<file path="config.mk">
export PLATFORM = sky130hd
export DESIGN_NAME = atomic_rmw_engine
export DESIGN_NICKNAME = d
export VERILOG_FILES = /design/src/rtl/atomic_rmw_pkg.sv /design/src/rtl/atomic_req_check.sv /design/src/rtl/atomic_alu.sv /design/src/rtl/atomic_rmw_engine.sv
export SDC_FILE = /design/constraint.sdc
export NUM_CORES = 1
export LEC_CHECK = 0
export BUFFER_PORTS_ARGS = -buffer_cell sky130_fd_sc_hd__buf_2
export CELL_PAD_IN_SITES_DETAIL_PLACEMENT = 0
export CELL_PAD_IN_SITES_GLOBAL_PLACEMENT = 2
export CORE_AREA = 2 2 187 189
export CTS_CLUSTER_SIZE = 14
export DETAILED_ROUTE_END_ITERATION = 7
export DIE_AREA = 0 0 189 191
export PLACE_DENSITY_LB_ADDON = 0.1
export SYNTH_ARGS = -nofsm -noshare
export SYNTH_HDL_FRONTEND = slang
export SYNTH_HIERARCHICAL = 1
export SYNTH_SLANG_ARGS = --single-unit
</file>
<file path="constraint.sdc">
create_clock -name clk -period 0.8 [get_ports clk]
set_input_delay 0.04 -clock clk [delete_from_list [all_inputs] [get_ports clk]]
set_output_delay 0.04 -clock clk [all_outputs]
set_load 0.02 [all_outputs]
</file>
<file path="src/rtl/atomic_rmw_pkg.sv">
package atomic_rmw_pkg;
  localparam int SIZE_W = 4;
  localparam int RSP_W  = 64;
  localparam int PAY_OFF_W = 3;

  localparam logic [2:0] OP_INC   = 3'd0;
  localparam logic [2:0] OP_DEC   = 3'd1;
  localparam logic [2:0] OP_TSWAP = 3'd2;
  localparam logic [2:0] OP_SET   = 3'd3;
  localparam logic [2:0] OP_CLR   = 3'd4;

  localparam logic [1:0] ST_DONE = 2'b00;
  localparam logic [1:0] ST_ERR  = 2'b01;

  typedef enum logic [2:0] {
    S_IDLE = 3'd0,
    S_RD   = 3'd1,
    S_CAP  = 3'd2,
    S_WR   = 3'd3,
    S_RSP  = 3'd4
  } eng_state_t;
endpackage

</file>
<file path="src/rtl/atomic_req_check.sv">
module atomic_req_check
  import atomic_rmw_pkg::*;
#(
  parameter int ADDR_W = 6,
  parameter int DATA_W = 32,
  localparam int BYTES = DATA_W / 8,
  localparam int OFF_W = $clog2(BYTES),
  localparam int WA_W  = ADDR_W - OFF_W
) (
  input  logic [2:0]        op,
  input  logic [ADDR_W-1:0] addr,
  input  logic [SIZE_W-1:0] size,
  output logic              legal,
  output logic [WA_W-1:0]   word_addr,
  output logic [OFF_W-1:0]  lane,
  output logic [BYTES-1:0]  be
);
  logic size_ok;
  logic op_ok;

  always_comb begin
    lane      = addr[OFF_W-1:0];
    word_addr = addr[ADDR_W-1:OFF_W];
    size_ok   = 1'b0;
    for (int i = 0; i <= OFF_W; i++) begin
      if (int'(size) == (1 << i) && (int'(lane) % (1 << i)) == 0) size_ok = 1'b1;
    end
    op_ok = (op <= OP_CLR);
    legal = size_ok && op_ok;
    for (int b = 0; b < BYTES; b++) begin
      be[b] = (b >= int'(lane)) && (b < int'(lane) + int'(size));
    end
  end
endmodule

</file>
<file path="src/rtl/atomic_alu.sv">
module atomic_alu
  import atomic_rmw_pkg::*;
#(
  parameter int DATA_W = 32,
  localparam int BYTES = DATA_W / 8
) (
  input  logic [2:0]        op,
  input  logic [SIZE_W-1:0] size,
  input  logic [DATA_W-1:0] raw,
  input  logic [DATA_W-1:0] swap,
  output logic [DATA_W-1:0] old_val,
  output logic [DATA_W-1:0] new_val,
  output logic              do_write
);
  logic [DATA_W-1:0] mask;

  always_comb begin
    for (int b = 0; b < BYTES; b++) begin
      mask[8*b +: 8] = (b < int'(size)) ? 8'hFF : 8'h00;
    end
    old_val  = raw & mask;
    do_write = 1'b1;
    unique case (op)
      OP_INC:   new_val = (old_val + DATA_W'(1)) & mask;
      OP_DEC:   new_val = (old_val - DATA_W'(1)) & mask;
      OP_TSWAP: begin
        do_write = (old_val == '0);
        new_val  = do_write ? (swap & mask) : old_val;
      end
      OP_SET:   new_val = mask;
      OP_CLR:   new_val = '0;
      default:  new_val = old_val;
    endcase
  end
endmodule

</file>
<file path="src/rtl/atomic_rmw_engine.sv">
module atomic_rmw_engine
  import atomic_rmw_pkg::*;
#(
  parameter int ADDR_W = 6,
  parameter int DATA_W = 32,
  localparam int BYTES = DATA_W / 8,
  localparam int OFF_W = $clog2(BYTES),
  localparam int WA_W  = ADDR_W - OFF_W
) (
  input  logic              clk,
  input  logic              rst_n,
  input  logic              req_valid,
  output logic              req_ready,
  input  logic [2:0]        req_op,
  input  logic [ADDR_W-1:0] req_addr,
  input  logic [3:0]        req_size,
  input  logic [63:0]       req_swap,
  output logic              rsp_valid,
  output logic [1:0]        rsp_status,
  output logic [63:0]       rsp_data,
  output logic              mem_en,
  output logic              mem_we,
  output logic [WA_W-1:0]   mem_addr,
  output logic [BYTES-1:0]  mem_be,
  output logic [DATA_W-1:0] mem_wdata,
  input  logic [DATA_W-1:0] mem_rdata
);
  // reset release synchronizer
  logic [1:0] rs_q;
  logic       rst_i_n;

  always_ff @(posedge clk or negedge rst_n) begin
    if (!rst_n) rs_q <= 2'b00;
    else        rs_q <= {rs_q[0], 1'b1};
  end
  assign rst_i_n = rs_q[1];

  eng_state_t state_q, state_d;

  logic              accept;
  logic              legal;
  logic [WA_W-1:0]   word_c;
  logic [OFF_W-1:0]  lane_c;
  logic [BYTES-1:0]  be_c;
  logic [DATA_W-1:0] swap_c;

  logic [2:0]        op_q;
  logic [SIZE_W-1:0] size_q;
  logic [DATA_W-1:0] swap_q;
  logic [WA_W-1:0]   word_q;
  logic [OFF_W-1:0]  off_q;
  logic [BYTES-1:0]  be_q;
  logic              err_q;
  logic [DATA_W-1:0] old_q;
  logic [DATA_W-1:0] new_q;

  logic [DATA_W-1:0] raw_c;
  logic [DATA_W-1:0] old_c;
  logic [DATA_W-1:0] new_c;
  logic              wr_c;
  logic              ld_req;
  logic              ld_cap;

  atomic_req_check #(.ADDR_W(ADDR_W), .DATA_W(DATA_W)) u_check (
    .op        (req_op),
    .addr      (req_addr),
    .size      (req_size),
    .legal     (legal),
    .word_addr (word_c),
    .lane      (lane_c),
    .be        (be_c)
  );

  // payload operand starts at the address's byte position within the double-word
  assign swap_c = DATA_W'(req_swap >> {req_addr[PAY_OFF_W-1:0], 3'b000});
  assign raw_c  = DATA_W'(mem_rdata >> {off_q, 3'b000});

  atomic_alu #(.DATA_W(DATA_W)) u_alu (
    .op       (op_q),
    .size     (size_q),
    .raw      (raw_c),
    .swap     (swap_q),
    .old_val  (old_c),
    .new_val  (new_c),
    .do_write (wr_c)
  );

  assign req_ready = (state_q == S_IDLE) && rst_i_n;
  assign accept    = req_valid && req_ready;
  assign ld_req    = accept;
  assign ld_cap    = (state_q == S_CAP);

  always_comb begin
    state_d = state_q;
    unique case (state_q)
      S_IDLE:  if (accept) state_d = legal ? S_RD : S_RSP;
      S_RD:    state_d = S_CAP;
      S_CAP:   state_d = wr_c ? S_WR : S_RSP;
      S_WR:    state_d = S_RSP;
      S_RSP:   state_d = S_IDLE;
      default: state_d = S_IDLE;
    endcase
  end

  always_ff @(posedge clk or negedge rst_i_n) begin
    if (!rst_i_n) state_q <= S_IDLE;
    else          state_q <= state_d;
  end

  always_ff @(posedge clk) begin
    if (ld_req) begin
      op_q   <= req_op;
      size_q <= req_size;
      swap_q <= swap_c;
      word_q <= word_c;
      off_q  <= lane_c;
      be_q   <= be_c;
      err_q  <= !legal;
    end
  end

  always_ff @(posedge clk) begin
    if (ld_cap) begin
      old_q <= old_c;
      new_q <= new_c << {off_q, 3'b000};
    end
  end

  assign mem_en     = (state_q == S_RD) || (state_q == S_WR);
  assign mem_we     = (state_q == S_WR);
  assign mem_addr   = word_q;
  assign mem_be     = be_q;
  assign mem_wdata  = new_q;
  assign rsp_valid  = (state_q == S_RSP);
  assign rsp_status = err_q ? ST_ERR : ST_DONE;
  assign rsp_data   = err_q ? '0 : {{(RSP_W-DATA_W){1'b0}}, old_q};

  // no back-to-back acceptance while an operation is open
  p_busy_after_accept_r8: assert property (@(posedge clk) disable iff (!rst_i_n)
    (req_valid && req_ready) |=> !req_ready);

  // engine reopens right after the response
  p_ready_after_rsp_r8: assert property (@(posedge clk) disable iff (!rst_i_n)
    rsp_valid |=> req_ready);

  // a write is preceded by a read of the same word two cycles earlier, nothing between
  p_write_follows_read_r7: assert property (@(posedge clk) disable iff (!rst_i_n)
    mem_we |-> ($past(mem_en, 2) && !$past(mem_we, 2) && !$past(mem_en, 1)
                && ($past(mem_addr, 2) == mem_addr)));

  // illegal request answered next cycle with error and no memory traffic
  p_illegal_quiet_r4: assert property (@(posedge clk) disable iff (!rst_i_n)
    (req_valid && req_ready && !legal) |=> (rsp_valid && rsp_status == ST_ERR && !mem_en));

  // write enables cover a legal operand width only
  p_write_be_width_r3: assert property (@(posedge clk) disable iff (!rst_i_n)
    mem_we |-> ($countones(mem_be) == 1 || $countones(mem_be) == 2 || $countones(mem_be) == 4));

  // response strobe lasts one cycle
  p_rsp_single_r9: assert property (@(posedge clk) disable iff (!rst_i_n)
    rsp_valid |=> !rsp_valid);
endmodule

</file>
==> key figures <==
Outcome
  – Status: finished, violations left
  – Failing checks: negative setup slack

Power
  – P_sw: 13.6 mW
  – Overall Power: 35.9 mW
  – Int Pwr: 22.4 mW
  – Leak: 8.16 nW
  – Clk pwr share: 0.209
  – Logic gate share of total power: 0.540
  – Highest ir drop seen on vdd: 1.65 mV
  – PwrDens: 1840 nW/um^2
  – Seq pwr share: 0.251
  – Net Sw Frac: 0.378

STA
  – Final period util: 4.90
  – Post-Route Setup TNS: -240880 ps
  – Slew at the pin closest to its max-slew limit: 502 ps
  – Hold slack final: 9.01 ps
  – FMAX: 255 MHz
  – Final Hold Fails: 0
  – Max Slew Vio Count: 0
  – RSZ-0062 raised after global routing: yes
  – Min Tclk post-route: 3920 ps
  – Final WS setup: -3120 ps
  – Worst clock skew: 12.5 ps
  – Final setup vio count: 278
  – Relative slew slack: 0.662

Floorplanning
  – Die Width: 189 um
  – Row Count: 68
  – CORE AREA: 34100 um^2
  – Initial Util: 0.307
  – I/O pin count: 222
  – Die Footprint: 36100 um^2
  – DIE HEIGHT: 191 um

Setup path
  – CP Cell Sequence: buf_6, buf_16, mux2i_4, buf_6, o21ai_4, or3_4, o31a_1, o32ai_2, and2_4, buf_12, buf_4, mux2i_4, o21ai_4, nor3_1, nor3_2, buf_4, nor2b_1, a211oi_2, a21oi_1
  – R2R Setup Slk: -3120 ps
  – Setup Crit Path Kind: flop to flop
  – CP top delay family: simple AND/OR/NAND/NOR gates
  – Crit. End Element: flop
  – CP Data Arrival Time: 4080 ps
  – Critical path buffer and inverter count: 6
  – Startpoint types: flop
  – Crit-path slowest cell: edfxtp_1
  – CP max stage delay: 490 ps
  – Critical path required time: 960 ps
  – Critical Path Fanout Max: 7

Logic synthesis
  – Netlist cell types: 95
  – Syn Area/Cell: 9.02 um^2
  – Flops & latches, synth: 119
  – Most frequent cell after synthesis: edfxtp_1
  – Synthesized instance count: 1160
  – Area leader, netlist: edfxtp_1
  – Register area share after synthesis: 0.339
  – Post-Syn Area: 10500 um^2
  – Top cells by count, synth: edfxtp_1 (114), nor2_1 (86), a21oi_1 (84)
  – Yosys warns: 6
  – EDFF count, synth: 114
  – Ys flop type: edfxtp_1
  – Async SR Flop Fraction: 0.0420
  – Post-synth top area share: 0.327
  – Top cells by area, synth: edfxtp_1 (33%), mux2i_1 (7.1%), a21oi_1 (4.0%)

Clocking
  – CTS tree: yes
  – CTS Buf Count: 17
  – Worst skew pair latency: 430 ps
  – Clock Pin Slew Worst Setup and Hold Paths: 60 ps
  – Clock buffer depth: 2
  – Clock Root Buffer: clkbuf_16
  – H-tree depth: 4
  – Clock Sinks: 119

Placement
  – Inst Count DP: 2106
  – GPL Wtd Cong: 0.975
  – PortBufs: 188
  – Dpl hpwl: 38.9 mm
  – Post-place setup slack: -3420 ps
  – Placed cell areas: 15200 um^2

GRT
  – Initial antenna violation count: 0
  – First-pass GRT wire length: 71.4 mm
  – Largest net degree at the start of global routing: 51
  – Vias in the first global route: 11429
  – Total global-route track usage: 0.264
  – Global route overflow: 0

Cells and area
  – Final Cell Area: 19500 um^2
  – P&R area growth vs syn: 86.5%
  – N_diodes: 0
  – Fin cells: 2264
  – Fraction of layout cells with a size suffix above 1: 0.626
  – Fill count: 3003
  – Final #Nets: 1916
  – Utilization after layout: 0.572

Drt
  – First-pass DRT Iterations: 5
  – Detailed Route Iter0 Violations: 825
  – Final WL: 52.6 mm
  – DRT antenna net count: 0
  – DRC violations left: 0
  – Via/cell ratio: 5.33
  – Avg WL per Cell: 23.2 um
  – Routed vias: 12062

Hold path
  – Worst hold path class: input pin to flop

Run
  – MaxCap Viol Count: 0
area by class of cell:
type / count / area [um^2] / share of cell area
repair buffers: 721 / 6570 / 0.337
clock buffers: 17 / 425 / 0.0218
multi-input cells: 919 / 8150 / 0.418
well taps: 455 / 569 / 0.0292
inverters: 18 / 105 / 0.00539
flip-flops and latches: 119 / 3550 / 0.182
clock inverters: 15 / 128 / 0.00654
final timing paths:
check                           from            end  cells after the start
setup / recovery            off_q[1]  mem_wdata[29]                     19
hold / removal             req_valid     state_q[2]                      4
setup reg to reg            off_q[1]  mem_wdata[29]                     19
hold reg to reg              rs_q[1]     state_q[0]                      1
max in group asynchronous      rst_n        rs_q[0]                      3
min in group asynchronous    rs_q[1]     state_q[0]                      1
logic make-up (layout without fill, tap and decap cells):
kind of cell	after synthesis	count (layout)	share of synthesized area
AO/OA/AOI/OAI	356	356	0.230
AND/OR/NAND/NOR	397	397	0.205
other	2	34	0.000718
XOR/XNOR	10	10	0.00837
buffers and inverters	154	771	0.0873
multiplexers	114	114	0.118
adder cells (fa/ha/maj)	8	8	0.0103
flip-flops	119	119	0.339
layer usage:
metal,global-route usage,up-vias,share of wire
met1,0.340,5906,0.41
li1,-,5591,-
met5,0,-,0
met2,0.445,470,0.49
met4,0.111,0,0.046
met3,0.0364,95,0.053
timing repair:
item / 4_1_cts / 5_1_grt
gates cloned: 3 / 22
endpoints found under the hold margin: 13 / 0
pin swaps: 36 / 97
setup buffers: 36 / 61
hold buffers: 12 / 0
setup endpoints to repair: 294 / 295
resized for setup: 245 / 385
cell usage in the layout, fill, tap and decap left out, types with 11 or more instances in the layout:
cell type,netlist,routed
a211oi_4,0,11
a21oi_1,84,58
mux2i_1,74,47
o21ai_2,1,17
a21o_1,14,14
buf_4,53,342
conb_1,2,34
a21oi_2,0,18
buf_2,21,128
o21ai_0,64,32
and2_4,0,33
mux2i_2,0,15
o22ai_2,0,11
o21ai_1,15,24
buf_6,12,182
nor2b_1,61,17
a211oi_2,4,17
mux2_4,12,29
clkbuf_16,0,32
nor3_1,28,18
nor2b_4,0,39
a221o_1,15,15
nor4_1,18,13
mux2_2,27,11
nand3_1,21,18
edfxtp_1,114,114
buf_12,0,27
dlygate4sd3_1,0,12
nor2_1,86,68
nand2_1,71,58
buf_8,1,11
nor2_2,1,12
mux2i_4,0,12
registers in the layout (all words and copies together) (netlist names):
name       count
mem_wdata     32
old_q         32
swap_q        32
mem_addr       4
mem_be         4
size_q         4
op_q           3
state_q        3
off_q          2
rs_q           2
err_q          1
power by group through the flow:
stage	clock network [mW]	registers, mW	logic (mW)
after detailed placement	0	9.09	13.9
after CTS	7.64	9.00	15.6
final	7.52	9.01	19.4
after global placement	0	9.07	13.9
after floorplan	0	9.43	7.23
after global routing	7.87	9.09	20.3
worst reg2reg max path, cell delays in order (launching register included):
cell and delay [ps]:
edfxtp_1 490, buf_6 180, buf_16 150, mux2i_4 260
buf_6 130, o21ai_4 70, or3_4 340, o31a_1 310
o32ai_2 150, and2_4 230, buf_12 120, buf_4 130
mux2i_4 240, o21ai_4 110, nor3_1 200, nor3_2 100
buf_4 130, nor2b_1 130, a211oi_2 140, a21oi_1 70
(Power assumes the default switching activity.)
